`src/rtl/ftb_pkg.sv`:
```
package ftb_pkg;
  localparam int PRE_W   = 32;
  localparam int CNT_W   = 64;
  localparam int ADDR_W  = 8;
  localparam int SRC_BIT  = 8;
  localparam int STEP_BIT = 9;
  localparam logic [ADDR_W-1:0] OFF_CTRL  = 8'h00;
  localparam logic [ADDR_W-1:0] OFF_PRESC = 8'h08;
endpackage

```
`src/rtl/ftb_regs.sv`:
```
module ftb_regs
  import ftb_pkg::*;
#(
  parameter int DW = PRE_W,
  parameter int AW = ADDR_W
) (
  input  logic          clk,
  input  logic          rst_n,
  input  logic          wr,
  input  logic [AW-1:0] addr,
  input  logic [DW-1:0] wdata,
  output logic [DW-1:0] rdata,
  output logic          sel_alt,
  output logic          step2,
  output logic [DW-1:0] presc
);
  logic          src_q, src_d;
  logic          stp_q, stp_d;
  logic [DW-1:0] pre_q, pre_d;
  logic          ctrl_hit, pre_hit;

  assign ctrl_hit = (addr == AW'(OFF_CTRL));
  assign pre_hit  = (addr == AW'(OFF_PRESC));

  always_comb begin
    src_d = src_q;
    stp_d = stp_q;
    pre_d = pre_q;
    if (wr && ctrl_hit) begin
      src_d = wdata[SRC_BIT];
      stp_d = wdata[STEP_BIT];
    end
    if (wr && pre_hit) pre_d = wdata;
  end

  always_ff @(posedge clk or negedge rst_n) begin
    if (!rst_n) begin
      src_q <= 1'b0;
      stp_q <= 1'b0;
      pre_q <= '0;
    end else begin
      src_q <= src_d;
      stp_q <= stp_d;
      pre_q <= pre_d;
    end
  end

  always_comb begin
    rdata = '0;
    if (ctrl_hit) begin
      rdata[SRC_BIT]  = src_q;
      rdata[STEP_BIT] = stp_q;
    end else if (pre_hit) begin
      rdata = pre_q;
    end
  end

  assign sel_alt = src_q;
  assign step2   = stp_q;
  assign presc   = pre_q;
endmodule

```
`src/rtl/ftb_accum.sv`:
```
module ftb_accum
  import ftb_pkg::*;
#(
  parameter int PW = PRE_W
) (
  input  logic          clk,
  input  logic          rst_n,
  input  logic          en,
  input  logic [PW-1:0] presc,
  output logic          tick_next,
  output logic          tick_q
);
  localparam int FW = PW - 1;
  localparam logic [PW-1:0] UNITY = PW'(1) << FW;

  logic [FW-1:0] acc_q, acc_d;
  logic [PW-1:0] add_val;
  logic [PW-1:0] sum;

  always_comb begin
    add_val   = (presc > UNITY) ? UNITY : presc;
    sum       = {1'b0, acc_q} + add_val;
    tick_next = en & sum[PW-1];
    acc_d     = en ? sum[FW-1:0] : acc_q;
  end

  always_ff @(posedge clk or negedge rst_n) begin
    if (!rst_n) begin
      acc_q  <= '0;
      tick_q <= 1'b0;
    end else begin
      acc_q  <= acc_d;
      tick_q <= tick_next;
    end
  end
endmodule

```
`src/rtl/ftb_counter.sv`:
```
module ftb_counter
  import ftb_pkg::*;
#(
  parameter int CW = CNT_W
) (
  input  logic          clk,
  input  logic          rst_n,
  input  logic          adv,
  input  logic          step2,
  output logic [CW-1:0] count
);
  logic [CW-1:0] cnt_q, cnt_d;
  logic [CW-1:0] inc;

  always_comb begin
    inc   = step2 ? CW'(2) : CW'(1);
    cnt_d = adv ? cnt_q + inc : cnt_q;
  end

  always_ff @(posedge clk or negedge rst_n) begin
    if (!rst_n) cnt_q <= '0;
    else        cnt_q <= cnt_d;
  end

  assign count = cnt_q;
endmodule

```
`src/rtl/frac_timebase.sv`:
```
module frac_timebase
  import ftb_pkg::*;
#(
  parameter int DW     = PRE_W,
  parameter int CW     = CNT_W,
  parameter int AW     = ADDR_W,
  parameter int SYNC_N = 2
) (
  input  logic          clk,
  input  logic          rst_n,
  input  logic          reg_wr,
  input  logic [AW-1:0] reg_addr,
  input  logic [DW-1:0] reg_wdata,
  output logic [DW-1:0] reg_rdata,
  input  logic          osc_en,
  input  logic          alt_en,
  output logic          tick_o,
  output logic [CW-1:0] count_o
);
  logic [SYNC_N-1:0] rst_pipe;
  logic              rst_sync_n;
  logic              ctrl_alt, ctrl_step2;
  logic [DW-1:0]     presc_val;
  logic              src_en;
  logic              tick_next;

  always_ff @(posedge clk or negedge rst_n) begin
    if (!rst_n) rst_pipe <= '0;
    else        rst_pipe <= {rst_pipe[SYNC_N-2:0], 1'b1};
  end
  assign rst_sync_n = rst_pipe[SYNC_N-1];

  ftb_regs #(.DW(DW), .AW(AW)) u_regs (
    .clk     (clk),
    .rst_n   (rst_sync_n),
    .wr      (reg_wr),
    .addr    (reg_addr),
    .wdata   (reg_wdata),
    .rdata   (reg_rdata),
    .sel_alt (ctrl_alt),
    .step2   (ctrl_step2),
    .presc   (presc_val)
  );

  assign src_en = ctrl_alt ? alt_en : osc_en;

  ftb_accum #(.PW(DW)) u_accum (
    .clk       (clk),
    .rst_n     (rst_sync_n),
    .en        (src_en),
    .presc     (presc_val),
    .tick_next (tick_next),
    .tick_q    (tick_o)
  );

  ftb_counter #(.CW(CW)) u_count (
    .clk   (clk),
    .rst_n (rst_sync_n),
    .adv   (tick_next),
    .step2 (ctrl_step2),
    .count (count_o)
  );
endmodule

```
`config.mk`:
```
export PLATFORM = sky130hd
export DESIGN_NAME = frac_timebase
export DESIGN_NICKNAME = d
export VERILOG_FILES = /design/src/rtl/ftb_pkg.sv /design/src/rtl/ftb_regs.sv /design/src/rtl/ftb_accum.sv /design/src/rtl/ftb_counter.sv /design/src/rtl/frac_timebase.sv
export SDC_FILE = /design/constraint.sdc
export NUM_CORES = 1
export LEC_CHECK = 0
export ABC_CLOCK_PERIOD_IN_PS = 5400
export BUFFER_PORTS_ARGS = -buffer_cell sky130_fd_sc_hd__buf_2
export CORE_ASPECT_RATIO = 0.6
export CORE_MARGIN = 8
export CORE_UTILIZATION = 51
export CTS_CLUSTER_SIZE = 8
export DETAILED_ROUTE_END_ITERATION = 12
export HOLD_SLACK_MARGIN = 0.08
export PLACE_DENSITY = 0.83
export RECOVER_POWER = 25
export SLEW_MARGIN = 15
export SYNTH_ARGS = -nofsm -noshare
export SYNTH_HDL_FRONTEND = slang
export SYNTH_HIERARCHICAL = 1
export SYNTH_SLANG_ARGS = --single-unit
```
`constraint.sdc`:
```
create_clock -name clk -period 5.4 [get_ports clk]
set_input_delay 1.08 -clock clk [delete_from_list [all_inputs] [get_ports clk]]
set_output_delay 1.08 -clock clk [all_outputs]
set_load 0.1 [all_outputs]
```
; Word-level counts from Yosys, hierarchy flattened
; Cells that the tools add are included.
[op_classes]
n_addsub = 2
mul = 0
div_mod_pow = 0
n_lt_le_gt_ge = 1
eq_ne = 1
n_shift = 0
muxes = 7
n_bitwise = 1
n_reduce_logical = 3
[ops]
columns = cell, n
row1 = $add A64 B64 Y64, 1
row2 = $mux W32, 2
row3 = $add A31 B32 Y32, 1
row4 = $gt A32 B32 Y1 const B, 1
row5 = $mux W22, 1
row6 = $eq A8 B4 Y1 const B, 1
row7 = $logic_not A8 Y1, 1
row8 = $mux W8, 1
row9 = $mux W2, 2
row10 = $logic_and A1 B1 Y1, 2
row11 = $and A1 B1 Y1, 1
row12 = $mux W1, 1
[word_totals]
reg_bits = 132
latchBits = 0
ram_bits = 0
mem_bits_ro = 0
output_inout_bits = 97
mem_count = 0

; Logic depth before layout (Yosys ltp)
[logic_depth]
word_depth = 4
mapped_depth = 21
mapped_depth_nobuf = 17

; Cells and area by module
; The synthesis kept the hierarchy.
[modules_own_cells]
columns = module, n_inst, cells_each, area_per_inst_um2, seq_area_each_um2
row1 = ftb_counter, 1, 303, 3211.8, 1601.5
row2 = ftb_accum, 1, 375, 3210.6, 800.8
row3 = ftb_regs, 1, 115, 1685.4, 850.8
row4 = frac_timebase, 1, 4, 68.8, 50.0

; Worst setup path after synthesis
; No wires, ideal clock.
[synth_timing]
kind = flip-flop to flip-flop
startpoint = register u_regs.pre_q[9] (netlist: u_regs/presc[9])
endpoint = register u_count.cnt_q[45] (netlist: u_count/count[45])
t_arrival_ps = 4147
required_ps = 5238
setup_slack_ps = 1091
stages_incl_launch_ff = 21
n_path_buf = 3
synth_period_minus_slack_ps = 4309
path_cell_list = dfrtp_1 > nor4_1 > nand4_1 > o21ai_0 > clkbuf_1 > clkbuf_1 > and2_1 > ha_1 > a21o_1 > a21oi_1 > nor4_1 > o31a_1 > o21ai_0 > o21ai_0 > mux2i_1 > buf_2 > nand2_1 > nor3_2 > nand4_2 > nor4_2 > xor2_1
[synth_between]
elab_chain_len = 4
[synth_rtl]
columns = element, line_no
row1 = "start, declared", ftb_regs.sv:19  ; logic [DW-1:0] pre_q, pre_d;
row2 = "start signal, assigned", ftb_regs.sv:44  ; pre_q <= pre_d;
row3 = $gt A32 B32 Y1, ftb_accum.sv:21  ; add_val = (presc > UNITY) ? UNITY : presc;
row4 = $mux W32 *, ftb_accum.sv:21
row5 = $add A31 B32 Y32 *, ftb_accum.sv:22  ; sum = {1'b0, acc_q} + add_val;
row6 = $and A1 B1 Y1 *, ftb_accum.sv:23  ; tick_next = en & sum[PW-1];
row7 = net tick_next, frac_timebase.sv:25  ; logic tick_next;
row8 = "end signal, assigned", ftb_counter.sv:22  ; else cnt_q <= cnt_d;
row9 = "end, declared", ftb_counter.sv:12  ; logic [CW-1:0] cnt_q, cnt_d;
; Mark *: on every way through the listed nets, which the timed path passes. The rest lies on a longest branch.
; A chain may end at the register's enable or synchronous reset.

; Worst setup path after layout
[layout_timing]
startpoint = register u_regs.pre_q[6] (netlist: u_regs/presc[6])
endpoint = register u_count.cnt_q[22] (netlist: u_count/count[22])
; Same word-level chain as after synthesis.

==> qor.csv <==
stage,metric,value,unit
outcome,status,"finished, violations left",
outcome,violations,"max-capacitance violations, max-slew violations",
sta,fin_ws,0.371,ns
synth,synth_top_family_by_area,simple AND/OR/NAND/NOR gates,
detailed_routing,drc,0,
synth,yosys_register_bits,132,
flow_run,cap_violations,2,
clock_network,post-cts-setup-buffers,0,
power_and_ir_drop,combinationalPowerShare,0.284,
clock_network,clockBufferDepth,2,
clock_network,postCtsHoldBufs,0,
detailed_routing,dr.pass1.iters,7,
die,core,15900,µm²
clock_network,ctsHtreeMaxLevel,4,
clock_network,clk_latency,0.41,ns
synth,ys_types,67,
hold_path,hold_class,flip-flop to flip-flop,
hold_path,hp-start,rst_pipe[0],
sta,tightest_slew,2.61,ns
layout,syn_to_final_growth,18.1,%
worst_setup_path,path_max_fanout,21,
worst_setup_path,crit_top_cell,and2_1,
power_and_ir_drop,powerDensity,354,nW/µm²
sta,final_hold_viol_count,0,
placement,pre_cts_ws,0.561,ns
global_routing,grt-ovfl-total,0,
worst_setup_path,slowest_delay,0.46,ns
clock_network,clk_pin_slew,0.07,ns
detailed_routing,ant_nets,0,
power_and_ir_drop,swShare,0.341,
synth,synth_edf_count,0,
placement,port_buffers,141,
worst_setup_path,cpMaxStageDelayCell,nor4_1,
global_routing,grt_pass1_vias,6562,
die,die_w,179,µm
die,die_h,114,µm
detailed_routing,vias,6705,
clock_network,cts_num_sinks,132,
placement,hpwl,17200,µm
worst_setup_path,path_depth,19,
synth,synth_area_leaders,"dfrtp_1, xor2_1, mux2_4, ha_1, and2_1",
worst_setup_path,path_buf_inv,2,
synth,synth_warnings,6,
worst_setup_path,cp-end-kind,flip-flop,
synth,synthSimpleGateAreaFrac,0.223,
detailed_routing,vias_per_cell,5.77,
sta,tns,0,ns
worst_setup_path,r2r-start,u_regs/presc[6],
synth,synthArstFlopShare,1.00,
synth,seq_area_frac_synth,0.404,
synth,synthCells,797,
synth,synthMostInstantiatedCell,dfrtp_1,
global_routing,track_usage,0.220,
layout,num-nets-final,1019,
power_and_ir_drop,p_leak,5.03,nW
clock_network,cts-resized-gates,0,
synth,ys.flop_type,dfrtp_1,
worst_setup_path,worst-endpoint-arrival,5.36,ns
hold_path,min_path_cells,0,
synth,synth.top_cell.area_share,0.404,
sta,fin_worst_skew,0.0134,ns
detailed_routing,dr.first_iter.drc_count,657,
worst_setup_path,critical_path.startpoint_type,flip-flop,
die,io-pin-count,142,
sta,fmax,199,MHz
worst_setup_path,rrSetupSlack,0.37,ns
global_routing,antenna_found_initial,3,
hold_path,whs_endpoint,rst_pipe[1],
clock_network,cts_tree,done,
placement,place_congestion,0.967,
clock_network,cts_root_buf,clkbuf_16,
die,start_util,0.513,
synth,syn_nets,877,
global_routing,grt_max_degree,67,
worst_setup_path,crit_family,simple AND/OR/NAND/NOR gates,
clock_network,cts_buffers,17,
synth,synth-adder-area-share,0.0554,
layout,drive_gt1_frac,0.280,
die,die-area,20500,µm²
sta,finalMaxSlewViolations,133,
detailed_routing,routed_wl,22600,µm
synth,syn_avg_cell_area,10.3,µm²
sta,fin_crit,5.03,ns
power_and_ir_drop,clockPowerShare,0.355,
power_and_ir_drop,p_seq_frac,0.362,
power_and_ir_drop,p_int,2.25,mW
synth,synth_xor_area_frac,0.0953,
sta,setup_viol,0,
synth,synth_area,8180,µm²
power_and_ir_drop,peakVddDrop,0.000215,V
worst_setup_path,regToRegEndpoint,u_count/count[22],
sta,period_share,0.931,
synth,synth_compound_area_frac,0.0972,
worst_setup_path,path_cells,"nor4_1, nand4_1, o21ai_1, buf_4, and2_1, ha_1, and3_1, and2_1, a21o_1, o21ba_2, o21ai_0, o21ai_0, mux2i_1, buf_4, and2_1, nor2b_1, nand4_1, nor3_1, xor2_1",
worst_setup_path,required,5.73,ns
detailed_routing,wl_per_cell,19.4,µm
synth,synth_mux_area_frac,0.0982,
sta,relSlewSlack,-0.741,
die,num_rows,36,
worst_setup_path,rr_worst_depth,19,
synth,yosysTopAreaCell,dfrtp_1,
worst_setup_path,crit_type,flip-flop to flip-flop,
layout,final_area,9650,µm²
synth,synthTopCellsByCount,"dfrtp_1, nand2_1, and2_1",
global_routing,grt_pass1_wl,36100,µm
power_and_ir_drop,power.total,3.42,mW
sta,rsz0062_at_grt,false,
sta,hold_ws,0.349,ns
power_and_ir_drop,p_switching,1.17,mW
placement,dpl_cell_area,9050,µm²
[final cells by class]
cell class	count	area, µm²
diodes	1	2.50
clock buffers	18	429
clock inverters	14	189
fillers	1396	6290
inverters	20	75.1
multi-input cells	621	4650
flip-flops and latches	132	3300
well taps	209	262
repair buffers	147	747
[through the flow]
| step | instances | utilization |
|---|---|---|
| after floorplan | 797 | - |
| after global placement | 1129 | 0.568 |
| after detailed placement | 1129 | 0.568 |
| after CTS | 1161 | 0.607 |
| after global routing | 1162 | 0.605 |
| final | 1162 | 0.605 |
[worst max path at each step]
stage,from,to,slack (ns)
finish,u_regs/presc[6],u_count/count[22],0.37
global route,u_regs/presc[6],u_count/count[22],0.04
global placement,u_regs/presc[0],u_count/count[22],0.62
detailed placement,u_regs/presc[6],u_count/count[22],0.56
floorplan,u_regs/presc[9],u_count/count[45],1.09
CTS,u_regs/presc[6],u_count/count[22],0.48
[layout by cell type, fill, tap and decap left out, drive strengths merged, types with 4 or more instances in the layout]
master / count
a21o: 12
o21bai: 4
xnor2: 33
clkbuf: 20
a21oi: 44
nor4: 25
and3: 10
ha: 33
o21ai: 21
buf: 145
nor2b: 5
inv: 27
nor2: 46
o21a: 6
nor3: 27
o31ai: 4
nand2: 64
a31oi: 5
nand4: 30
and2: 62
mux2: 58
dfrtp: 132
nand3: 33
xor2: 56
[flip-flops by register name (all words and copies together) (netlist names)]
signal / count
rst_pipe: 2
u_regs/sel_alt: 1
u_regs/presc: 32
u_count/count: 64
u_accum/tick_q: 1
u_accum/acc_q: 31
u_regs/step2: 1
[cells by family after synthesis]
logic type,after synthesis
simple gates,315
flops,132
compound gates,120
xor+xnor,89
mux,61
buf+inv,44
fa+ha+maj,35
other cells,1
[routing by layer]
layer / wire length (µm) / share of wire / GRT usage / vias to the layer above
met5: 22 / 0.00097 / 0 / -
met4: 146 / 0.0065 / 0.0542 / 4
met3: 2080 / 0.092 / 0.0745 / 19
met2: 9210 / 0.41 / 0.303 / 308
met1: 11100 / 0.49 / 0.321 / 3233
li1: - / - / - / 3141
[power groups by stage]
stage	registers (mW)	clock network (mW)	logic, mW
CTS	1.24	1.23	0.955
global route	1.26	1.28	1.06
finish	1.24	1.21	0.970
global placement	1.25	0	0.928
detailed placement	1.25	0	0.951
floorplan	1.31	0	0.676
No activity file was read; power rests on OpenSTA's default activity.
